===== config.mk =====
export PLATFORM = sky130hd
export DESIGN_NAME = line_irq_status
export DESIGN_NICKNAME = d
export VERILOG_FILES = /design/src/rtl/line_irq_pkg.sv /design/src/rtl/alarm_sync.sv /design/src/rtl/event_detect.sv /design/src/rtl/status_latch.sv /design/src/rtl/line_irq_status.sv
export SDC_FILE = /design/constraint.sdc
export NUM_CORES = 1
export LEC_CHECK = 0
export BUFFER_PORTS_ARGS = -buffer_cell sky130_fd_sc_hd__buf_2
export CORE_MARGIN = 2
export CORE_UTILIZATION = 55
export CTS_BUF_LIST = sky130_fd_sc_hd__clkbuf_2
export DETAILED_ROUTE_END_ITERATION = 16
export MAX_ROUTING_LAYER = met4
export PLACE_DENSITY = 0.77
export SYNTH_ARGS = -nofsm -noshare
export SYNTH_HDL_FRONTEND = slang
export SYNTH_SLANG_ARGS = --single-unit

===== constraint.sdc =====
create_clock -name clk -period 2.4 [get_ports clk]
set_clock_uncertainty 0.2 [all_clocks]
set_input_delay 0.36 -clock clk [delete_from_list [all_inputs] [get_ports clk]]
set_output_delay 0.36 -clock clk [all_outputs]
set_load 0.02 [all_outputs]

===== src/rtl/line_irq_pkg.sv =====
package line_irq_pkg;
    typedef enum logic [0:0] {
        ST_FILL = 1'b0,
        ST_RUN  = 1'b1
    } settle_e;

    localparam int unsigned REG_STATUS = 0;
    localparam int unsigned REG_ENABLE = 1;
endpackage


===== src/rtl/alarm_sync.sv =====
module alarm_sync #(
    parameter int unsigned WIDTH  = 16,
    parameter int unsigned STAGES = 2
) (
    input  logic             clk,
    input  logic             rst_n,
    input  logic [WIDTH-1:0] async_i,
    output logic [WIDTH-1:0] sync_o
);
    logic [WIDTH-1:0] stage_q [STAGES];

    generate
        for (genvar s = 0; s < STAGES; s++) begin : g_stage
            if (s == 0) begin : g_first
                always_ff @(posedge clk or negedge rst_n) begin
                    if (!rst_n) stage_q[s] <= '0;
                    else        stage_q[s] <= async_i;
                end
            end else begin : g_next
                always_ff @(posedge clk or negedge rst_n) begin
                    if (!rst_n) stage_q[s] <= '0;
                    else        stage_q[s] <= stage_q[s-1];
                end
            end
        end
    endgenerate

    assign sync_o = stage_q[STAGES-1];
endmodule


===== src/rtl/event_detect.sv =====
module event_detect
    import line_irq_pkg::*;
#(
    parameter int unsigned WIDTH       = 16,
    parameter int unsigned ERR_LO      = 9,
    parameter int unsigned ERR_HI      = 13,
    parameter int unsigned SYNC_STAGES = 2
) (
    input  logic             clk,
    input  logic             rst_n,
    input  logic [WIDTH-1:0] err_pulse_i,
    input  logic [WIDTH-1:0] alarm_sync_i,
    output logic [WIDTH-1:0] event_o,
    output logic             fill_o
);
    localparam int unsigned FILL_LEN = SYNC_STAGES + 1;
    localparam int unsigned CNT_W    = $clog2(FILL_LEN + 1);
    localparam logic [CNT_W-1:0] CNT_LAST = CNT_W'(FILL_LEN - 1);

    settle_e          state_q, state_d;
    logic [CNT_W-1:0] cnt_q;
    logic [WIDTH-1:0] prev_q;
    logic [WIDTH-1:0] err_mask;
    logic             fill_done;
    logic             detect_en;

    generate
        for (genvar g = 0; g < WIDTH; g++) begin : g_mask
            assign err_mask[g] = (g >= ERR_LO) && (g <= ERR_HI);
        end
    endgenerate

    assign fill_done = (cnt_q == CNT_LAST);

    // state register
    always_ff @(posedge clk or negedge rst_n) begin
        if (!rst_n) state_q <= ST_FILL;
        else        state_q <= state_d;
    end

    // next state: FILL_DONE is the only transition
    always_comb begin
        state_d = state_q;
        unique case (state_q)
            ST_FILL: if (fill_done) state_d = ST_RUN;
            ST_RUN:  state_d = ST_RUN;
            default: state_d = ST_FILL;
        endcase
    end

    // settling counter
    always_ff @(posedge clk or negedge rst_n) begin
        if (!rst_n)                                 cnt_q <= '0;
        else if (state_q == ST_FILL && !fill_done)  cnt_q <= cnt_q + 1'b1;
    end

    // previous synchronised alarm level
    always_ff @(posedge clk or negedge rst_n) begin
        if (!rst_n) prev_q <= '0;
        else        prev_q <= alarm_sync_i;
    end

    // outputs of the state machine
    always_comb begin
        detect_en = 1'b0;
        fill_o    = 1'b0;
        unique case (state_q)
            ST_FILL: fill_o    = 1'b1;
            ST_RUN:  detect_en = 1'b1;
            default: fill_o    = 1'b1;
        endcase
    end

    always_comb begin
        event_o = err_pulse_i & err_mask;
        if (detect_en)
            event_o = event_o | ((alarm_sync_i ^ prev_q) & ~err_mask);
    end
endmodule


===== src/rtl/status_latch.sv =====
module status_latch #(
    parameter int unsigned WIDTH = 16
) (
    input  logic             clk,
    input  logic             rst_n,
    input  logic [WIDTH-1:0] event_i,
    input  logic             clear_i,
    output logic [WIDTH-1:0] status_o
);
    logic [WIDTH-1:0] status_q;
    logic [WIDTH-1:0] kept;

    // a clearing read drops the old bits; same-cycle events survive
    assign kept = clear_i ? '0 : status_q;

    always_ff @(posedge clk or negedge rst_n) begin
        if (!rst_n) status_q <= '0;
        else        status_q <= kept | event_i;
    end

    assign status_o = status_q;
endmodule


===== src/rtl/line_irq_status.sv =====
module line_irq_status
    import line_irq_pkg::*;
#(
    parameter int unsigned STAT_W      = 16,
    parameter int unsigned ERR_LO      = 9,
    parameter int unsigned ERR_HI      = 13,
    parameter int unsigned SYNC_STAGES = 2,
    parameter int unsigned ADDR_W      = 2
) (
    input  logic              clk,
    input  logic              rst_n,
    input  logic [STAT_W-1:0] err_pulse_i,
    input  logic [STAT_W-1:0] alarm_lvl_i,
    input  logic              rd_en_i,
    input  logic              wr_en_i,
    input  logic [ADDR_W-1:0] addr_i,
    input  logic [STAT_W-1:0] wdata_i,
    output logic [STAT_W-1:0] rdata_o,
    output logic              irq_o
);
    localparam logic [ADDR_W-1:0] A_STATUS = ADDR_W'(REG_STATUS);
    localparam logic [ADDR_W-1:0] A_ENABLE = ADDR_W'(REG_ENABLE);

    logic [STAT_W-1:0] alarm_sync;
    logic [STAT_W-1:0] events;
    logic [STAT_W-1:0] status_q;
    logic [STAT_W-1:0] enable_q;
    logic [STAT_W-1:0] rdata_q;
    logic              irq_q;
    logic              fill;
    logic              rd_status;
    logic              wr_enable;

    assign rd_status = rd_en_i && (addr_i == A_STATUS);
    assign wr_enable = wr_en_i && (addr_i == A_ENABLE);

    alarm_sync #(
        .WIDTH (STAT_W),
        .STAGES(SYNC_STAGES)
    ) u_sync (
        .clk    (clk),
        .rst_n  (rst_n),
        .async_i(alarm_lvl_i),
        .sync_o (alarm_sync)
    );

    event_detect #(
        .WIDTH      (STAT_W),
        .ERR_LO     (ERR_LO),
        .ERR_HI     (ERR_HI),
        .SYNC_STAGES(SYNC_STAGES)
    ) u_detect (
        .clk         (clk),
        .rst_n       (rst_n),
        .err_pulse_i (err_pulse_i),
        .alarm_sync_i(alarm_sync),
        .event_o     (events),
        .fill_o      (fill)
    );

    status_latch #(
        .WIDTH(STAT_W)
    ) u_status (
        .clk     (clk),
        .rst_n   (rst_n),
        .event_i (events),
        .clear_i (rd_status),
        .status_o(status_q)
    );

    always_ff @(posedge clk or negedge rst_n) begin
        if (!rst_n)         enable_q <= '0;
        else if (wr_enable) enable_q <= wdata_i;
    end

    always_ff @(posedge clk or negedge rst_n) begin
        if (!rst_n) begin
            rdata_q <= '0;
        end else if (rd_en_i) begin
            if (addr_i == A_STATUS)      rdata_q <= status_q;
            else if (addr_i == A_ENABLE) rdata_q <= enable_q;
            else                         rdata_q <= '0;
        end
    end

    always_ff @(posedge clk or negedge rst_n) begin
        if (!rst_n) irq_q <= 1'b0;
        else        irq_q <= |(status_q & enable_q);
    end

    assign rdata_o = rdata_q;
    assign irq_o   = irq_q;
endmodule


* Yosys cells after proc, flatten, opt, wreduce, memory -nomap -nowiden
Index checks and enable logic that the tools add are counted.
** Word-level totals
- Output and inout bits :: 17
- Flip-flop bits (word level) :: 100
- Word-level logic and storage cells :: 30
- Input bits :: 54
** Operators by class
- Bitwise gates (word level) :: 5
- Reduce and logical (&&, ||, !) cells :: 6
- Equality and inequality tests :: 2
- $add $sub $neg :: 1
- Mux-type cells :: 7
** Operators with widths (count)
- 2-to-1 mux 16 bit :: 4
- bitwise AND 16 bit :: 1
- bitwise OR 14 x 16 -> 16 bit :: 1
- bitwise OR 16 bit :: 1
- OR reduction 16 bit :: 1
- bitwise XOR 16 bit :: 1
- logical AND 1 bit :: 3
- adder 2 x 1 -> 2 bit, second input constant :: 1
- == test 2 x 1 -> 1 bit, second input constant :: 1
- == test 2 bit, second input constant :: 1
- logical NOT 2 bit :: 1
- 2-to-1 mux 1 bit :: 2
- case mux 1 bit (2 select lines) :: 1
- logical NOT 1 bit :: 1
- inverter 1 bit :: 1

* Logic depth before layout (Yosys ltp)
- Depth in word-level cells :: 4
- Mapped depth :: 6
- Gate-level depth less buffers :: 5

* Modules after synthesis
From an unflattened synthesis, not the netlist that was laid out.
** Unflattened totals
- Cell total of the unflattened synthesis :: 247
- Area, all modules :: 3568.4 µm²
** By module, submodules not included
- line_irq_status :: cells an instance 116, area each 1519.0 µm², sequential area each 825.8 µm², instances 1
- alarm_sync :: cells an instance 48, area each 920.9 µm², sequential area each 800.8 µm², instances 1
- event_detect :: cells an instance 49, area each 585.6 µm², sequential area each 350.3 µm², instances 1
- status_latch :: cells an instance 34, area each 543.0 µm², sequential area each 400.4 µm², instances 1

* Worst setup path before layout
No wires, ideal clock.
- Kind :: in2reg
- Start point :: input port addr_i[0]
- End point :: register enable_q[10]
- Required time :: 2.075 ns
- Buffers on the path :: 2
- Setup time :: 0.125 ns
- Data arrival time :: 1.067 ns
- Slack :: 1.008 ns
- Cell stages on the path :: 4
- Cell sequence :: buf_6 > nand3b_4 > buf_6 > mux2_4
** On the way
- Word-level cells in the longest chain between the ends :: 2
** Ends and longest elaborated chain
- start: declaration :: line line_irq_status.sv:16 : input logic [ADDR_W-1:0] addr_i,
- == test 2 x 1 -> 1 bit :: line line_irq_status.sv:35 : assign wr_enable = wr_en_i && (addr_i == A_ENABLE);
- logical AND 1 bit :: line line_irq_status.sv:35
- end signal: assignment :: line line_irq_status.sv:73 : else if (wr_enable) enable_q <= wdata_i;
- end: declaration :: line line_irq_status.sv:27 : logic [STAT_W-1:0] enable_q;
No other way between the ends.
A chain may end at the register's enable or synchronous reset.

* Worst setup path after layout
- Start point :: register rdata_q[15] (netlist: rdata_o[15])
- End point :: output port rdata_o[15]
** RTL lines
- start: declaration :: line line_irq_status.sv:28 : logic [STAT_W-1:0] rdata_q;
- start signal: assignment :: line line_irq_status.sv:80 : if (addr_i == A_STATUS) rdata_q <= status_q;
- start signal: assignment :: line line_irq_status.sv:81 : else if (addr_i == A_ENABLE) rdata_q <= enable_q;
- end: declaration :: line line_irq_status.sv:18 : output logic [STAT_W-1:0] rdata_o,
No word-level cell between the ends.

==> impl_metrics.py <==
metrics = {
    "setup_path": {
        "cpPeakStageDelay_ns": 0.44,
        "critPathKind": "flip-flop to output port",
        "worstPathArrival_ns": 1.10,
        "crit_path_cell_trace": "buf_2",
        "crit_required_ns": 1.84,
        "r2r_start": "enable_q[8]$_DFFE_PN0P_",
        "cp-start-kind": "flip-flop",
        "end_kind": "output port",
        "cp_max_fo": 2,
        "crit_family": "flip-flops",
        "path_buf_inv": 1,
        "cp_slowest_cell": "dfrtp_1",
        "crit_path_start": "rdata_o[15]$_DFFE_PN0P_",
    },
    "clock_network": {
        "clk_latency_ns": 0.50,
        "clkSinkCount": 85,
        "clockBufferDepth": 2,
        "cts_tree": "yes",
        "cts_buffers": 9,
        "cts_setup_buffers": 0,
        "path_clk_slew_ns": 0.22,
        "cts.root.buffer_cell": "clkbuf_2",
        "cts_resized": 0,
        "ctsHtreeMaxLevel": 3,
    },
    "sta": {
        "relSlewSlack_pct": 56.10,
        "finalMaxSlewViolations": 0,
        "setup_total_negative_slack_ns": 0,
        "rsz0062_at_grt": "no",
        "max_freq_mhz": 604.0,
        "finalHoldViolCount": 0,
        "holdWs_ns": 0.1019,
        "final.min_clock_period_ns": 1.656,
        "finalSetupViolCount": 0,
        "finalCritPeriodShare_pct": 68.99,
        "tightest_slew_ns": 0.6585,
    },
    "pwr": {
        "p_sw_uw": 713.9,
        "p_int_mw": 1.901,
        "ir_drop_uv": 372.2,
        "p_seq_share_pct": 63.2,
        "finalPower_mw": 2.614,
        "power_frac_clock_pct": 21.3,
        "swShare_pct": 27.31,
        "p_leak_nw": 1.837,
        "combPwrFrac_pct": 15.5,
        "cellPowerDensity_mw_per_mm2": 679.5,
    },
    "floorplanning": {
        "start_util_pct": 56.93,
        "ioPinCount": 71,
        "core_sq_mm": 0.005473,
        "die_x_microns": 79.27,
        "die_area_sq_mm": 0.006283,
        "rows": 27,
        "die_y_microns": 79.27,
    },
    "job": {
        "drv_cap": 0,
    },
    "yosys": {
        "synthArstFlopShare_pct": 100.0,
        "synth.avg_cell_area_sq_um": 15.20,
        "ys.flop_type": "dfrtp_1",
        "synth_edf_count": 0,
        "synth_fp_nets": 260,
        "yosysTopAreaCell": "dfrtp_1",
        "synth_seq_area_share_pct": 68.27,
        "synth-seq-cells": 85,
        "ys_top_cells_by_area": "dfrtp_1 (68%), mux2i_1 (5.1%), mux2_4 (4.8%), a22o_1 (4.2%), o22ai_1 (3.2%)",
        "synth.most_common_cell": "dfrtp_1",
        "synthDistinctLibCells": 24,
        "ys_warn_count": 0,
        "yosys-top-cells-count": "dfrtp_1 (85), inv_1 (17), mux2i_1 (16), o22ai_1 (16), a22o_1 (15)",
        "synth_cells": 205,
        "synth_top_area_share_pct": 68.27,
        "netlist_area_sq_mm": 0.003115,
    },
    "run_status": {
        "status": "finished, final reports clean",
    },
    "route": {
        "drt_iter0_markers": 187,
        "via_count": 1908,
        "first_pass_iters": 4,
        "ant_nets": 0,
        "wire_per_inst_microns": 14.66,
        "routed_via_density": 5.129,
        "drt-total-wl_microns": 5453,
        "post-route-drc-count": 0,
    },
    "finish": {
        "area_growth_syn_to_layout_pct": 23.49,
        "layout.nets": 350,
        "drive_gt1_share_pct": 29.10,
    },
    "grt": {
        "overflow": 0,
        "grtUsageTotal_pct": 19.83,
        "grt_max_degree": 45,
        "grt_pass1_wl_microns": 8935,
        "antenna_found_initial": 1,
        "grt_pass1_vias": 1884,
    },
    "worst_hold_path": {
        "hold_class": "input port to flip-flop",
        "hp-start": "rd_en_i",
    },
    "placed_design": {
        "hpwlAfterDp_microns": 3486,
        "portBuffers": 54,
        "routabilityCongestion": 0.7820,
    },
}
[final timing paths]
| path | end | slack (ns) | depth (start not counted) |
|---|---|---|---|
| setup / recovery | rdata_o[15] | 0.74 | 1 |
| hold / removal | rdata_o[7]$_DFFE_PN0P_ | 0.10 | 2 |
| setup reg to reg | irq_o$_DFF_PN0_ | 0.92 | 3 |
| hold reg to reg | u_sync.sync_o[0]$_DFF_PN0_ | 0.17 | 0 |
| max in group asynchronous | u_detect.prev_q[2]$_DFF_PN0_ | 1.22 | 3 |
| min in group asynchronous | u_sync.sync_o[7]$_DFF_PN0_ | 0.15 | 2 |
[cells in the final DEF (no fill, tap or decap)]
master	count
a221oi_1	4
mux2_2	6
clkinvlp_4	2
nand3b_4	1
nand2_2	1
xnor2_1	1
buf_4	2
clkbuf_2	9
a21o_1	5
buf_2	53
o22ai_1	16
or2_2	1
nor2_1	1
dfrtp_1	85
nand2_1	1
inv_1	17
mux2_4	10
mux2i_1	16
a22o_1	15
nand2b_1	1
ha_1	1
dlygate4sd3_1	33
o21ai_0	1
clkinv_1	3
buf_12	1
clkinv_2	1
diode_2	1
nand4_1	1
xor2_1	11
[state kept, by name (all words and copies together), names as in the netlist]
| register | cells |
|---|---|
| u_sync.stage_q | 11 |
| u_sync.sync_o | 11 |
| rdata_o | 16 |
| u_status.status_o | 16 |
| u_detect.prev_q | 11 |
| irq_o | 1 |
| u_detect.state_q | 1 |
| u_detect.cnt_q | 2 |
| enable_q | 16 |
[cells by family (layout without fill, tap and decap cells)]
kind of cell             after synthesis  in the layout  synth area share (%)
adder cells (fa/ha/maj)                1              1                0.4015
flip-flops                            85             85                 68.27
buffers and inverters                 27            121                 4.217
AND/OR/NAND/NOR                        7              7                 1.687
AO/OA/AOI/OAI                         41             41                 9.920
other                                  0              1                     0
XOR/XNOR                              12             12                 3.373
multiplexers                          32             32                 12.13
[cell type report]
class                   count  area (sq um)
flip-flops and latches     85          2127
fillers                   402          1625
multi-input cells          93         857.1
repair buffers             89         630.6
well taps                  72         90.09
inverters                  17         63.81
clock buffers               9         45.04
clock inverters             6         31.28
diodes                      1         2.502
[power by group through the flow]
stage               logic (mW)  registers (mW)  clock network, mW
floorplan                0.202            1.70                  0
global placement         0.355            1.67                  0
detailed placement       0.367            1.68                  0
CTS                      0.408            1.65              0.585
global route             0.443            1.67              0.642
finish                   0.406            1.65              0.557
[per-layer routing]
metal / up-vias / part of all wire, % / track usage [%]
met2: 47 / 48 / 30.00
li1: 901 / - / -
met5: - / 0 / -
met4: 0 / 1.3 / 8.103
met1: 954 / 45 / 25.08
met3: 6 / 6.3 / 6.364
[stage by stage]
| stage | setup slack, ns | util [%] | cell area (sq um) | instances |
|---|---|---|---|---|
| after floorplan | 1.008 | - | 3115 | 205 |
| after global placement | 0.6344 | 62.83 | 3438 | 323 |
| after detailed placement | 0.5979 | 62.83 | 3438 | 323 |
| after CTS | 0.6959 | 70.26 | 3845 | 371 |
| after global routing | 0.6529 | 70.30 | 3847 | 372 |
| final | 0.7443 | 70.30 | 3847 | 372 |
[timing repair]
action / 4_1_cts / 5_1_grt
endpoints found under the hold margin: 75 / 0
hold buffers: 33 / 0
setup endpoints to repair: 0 / 0
Power figures use the tool's default switching activity.
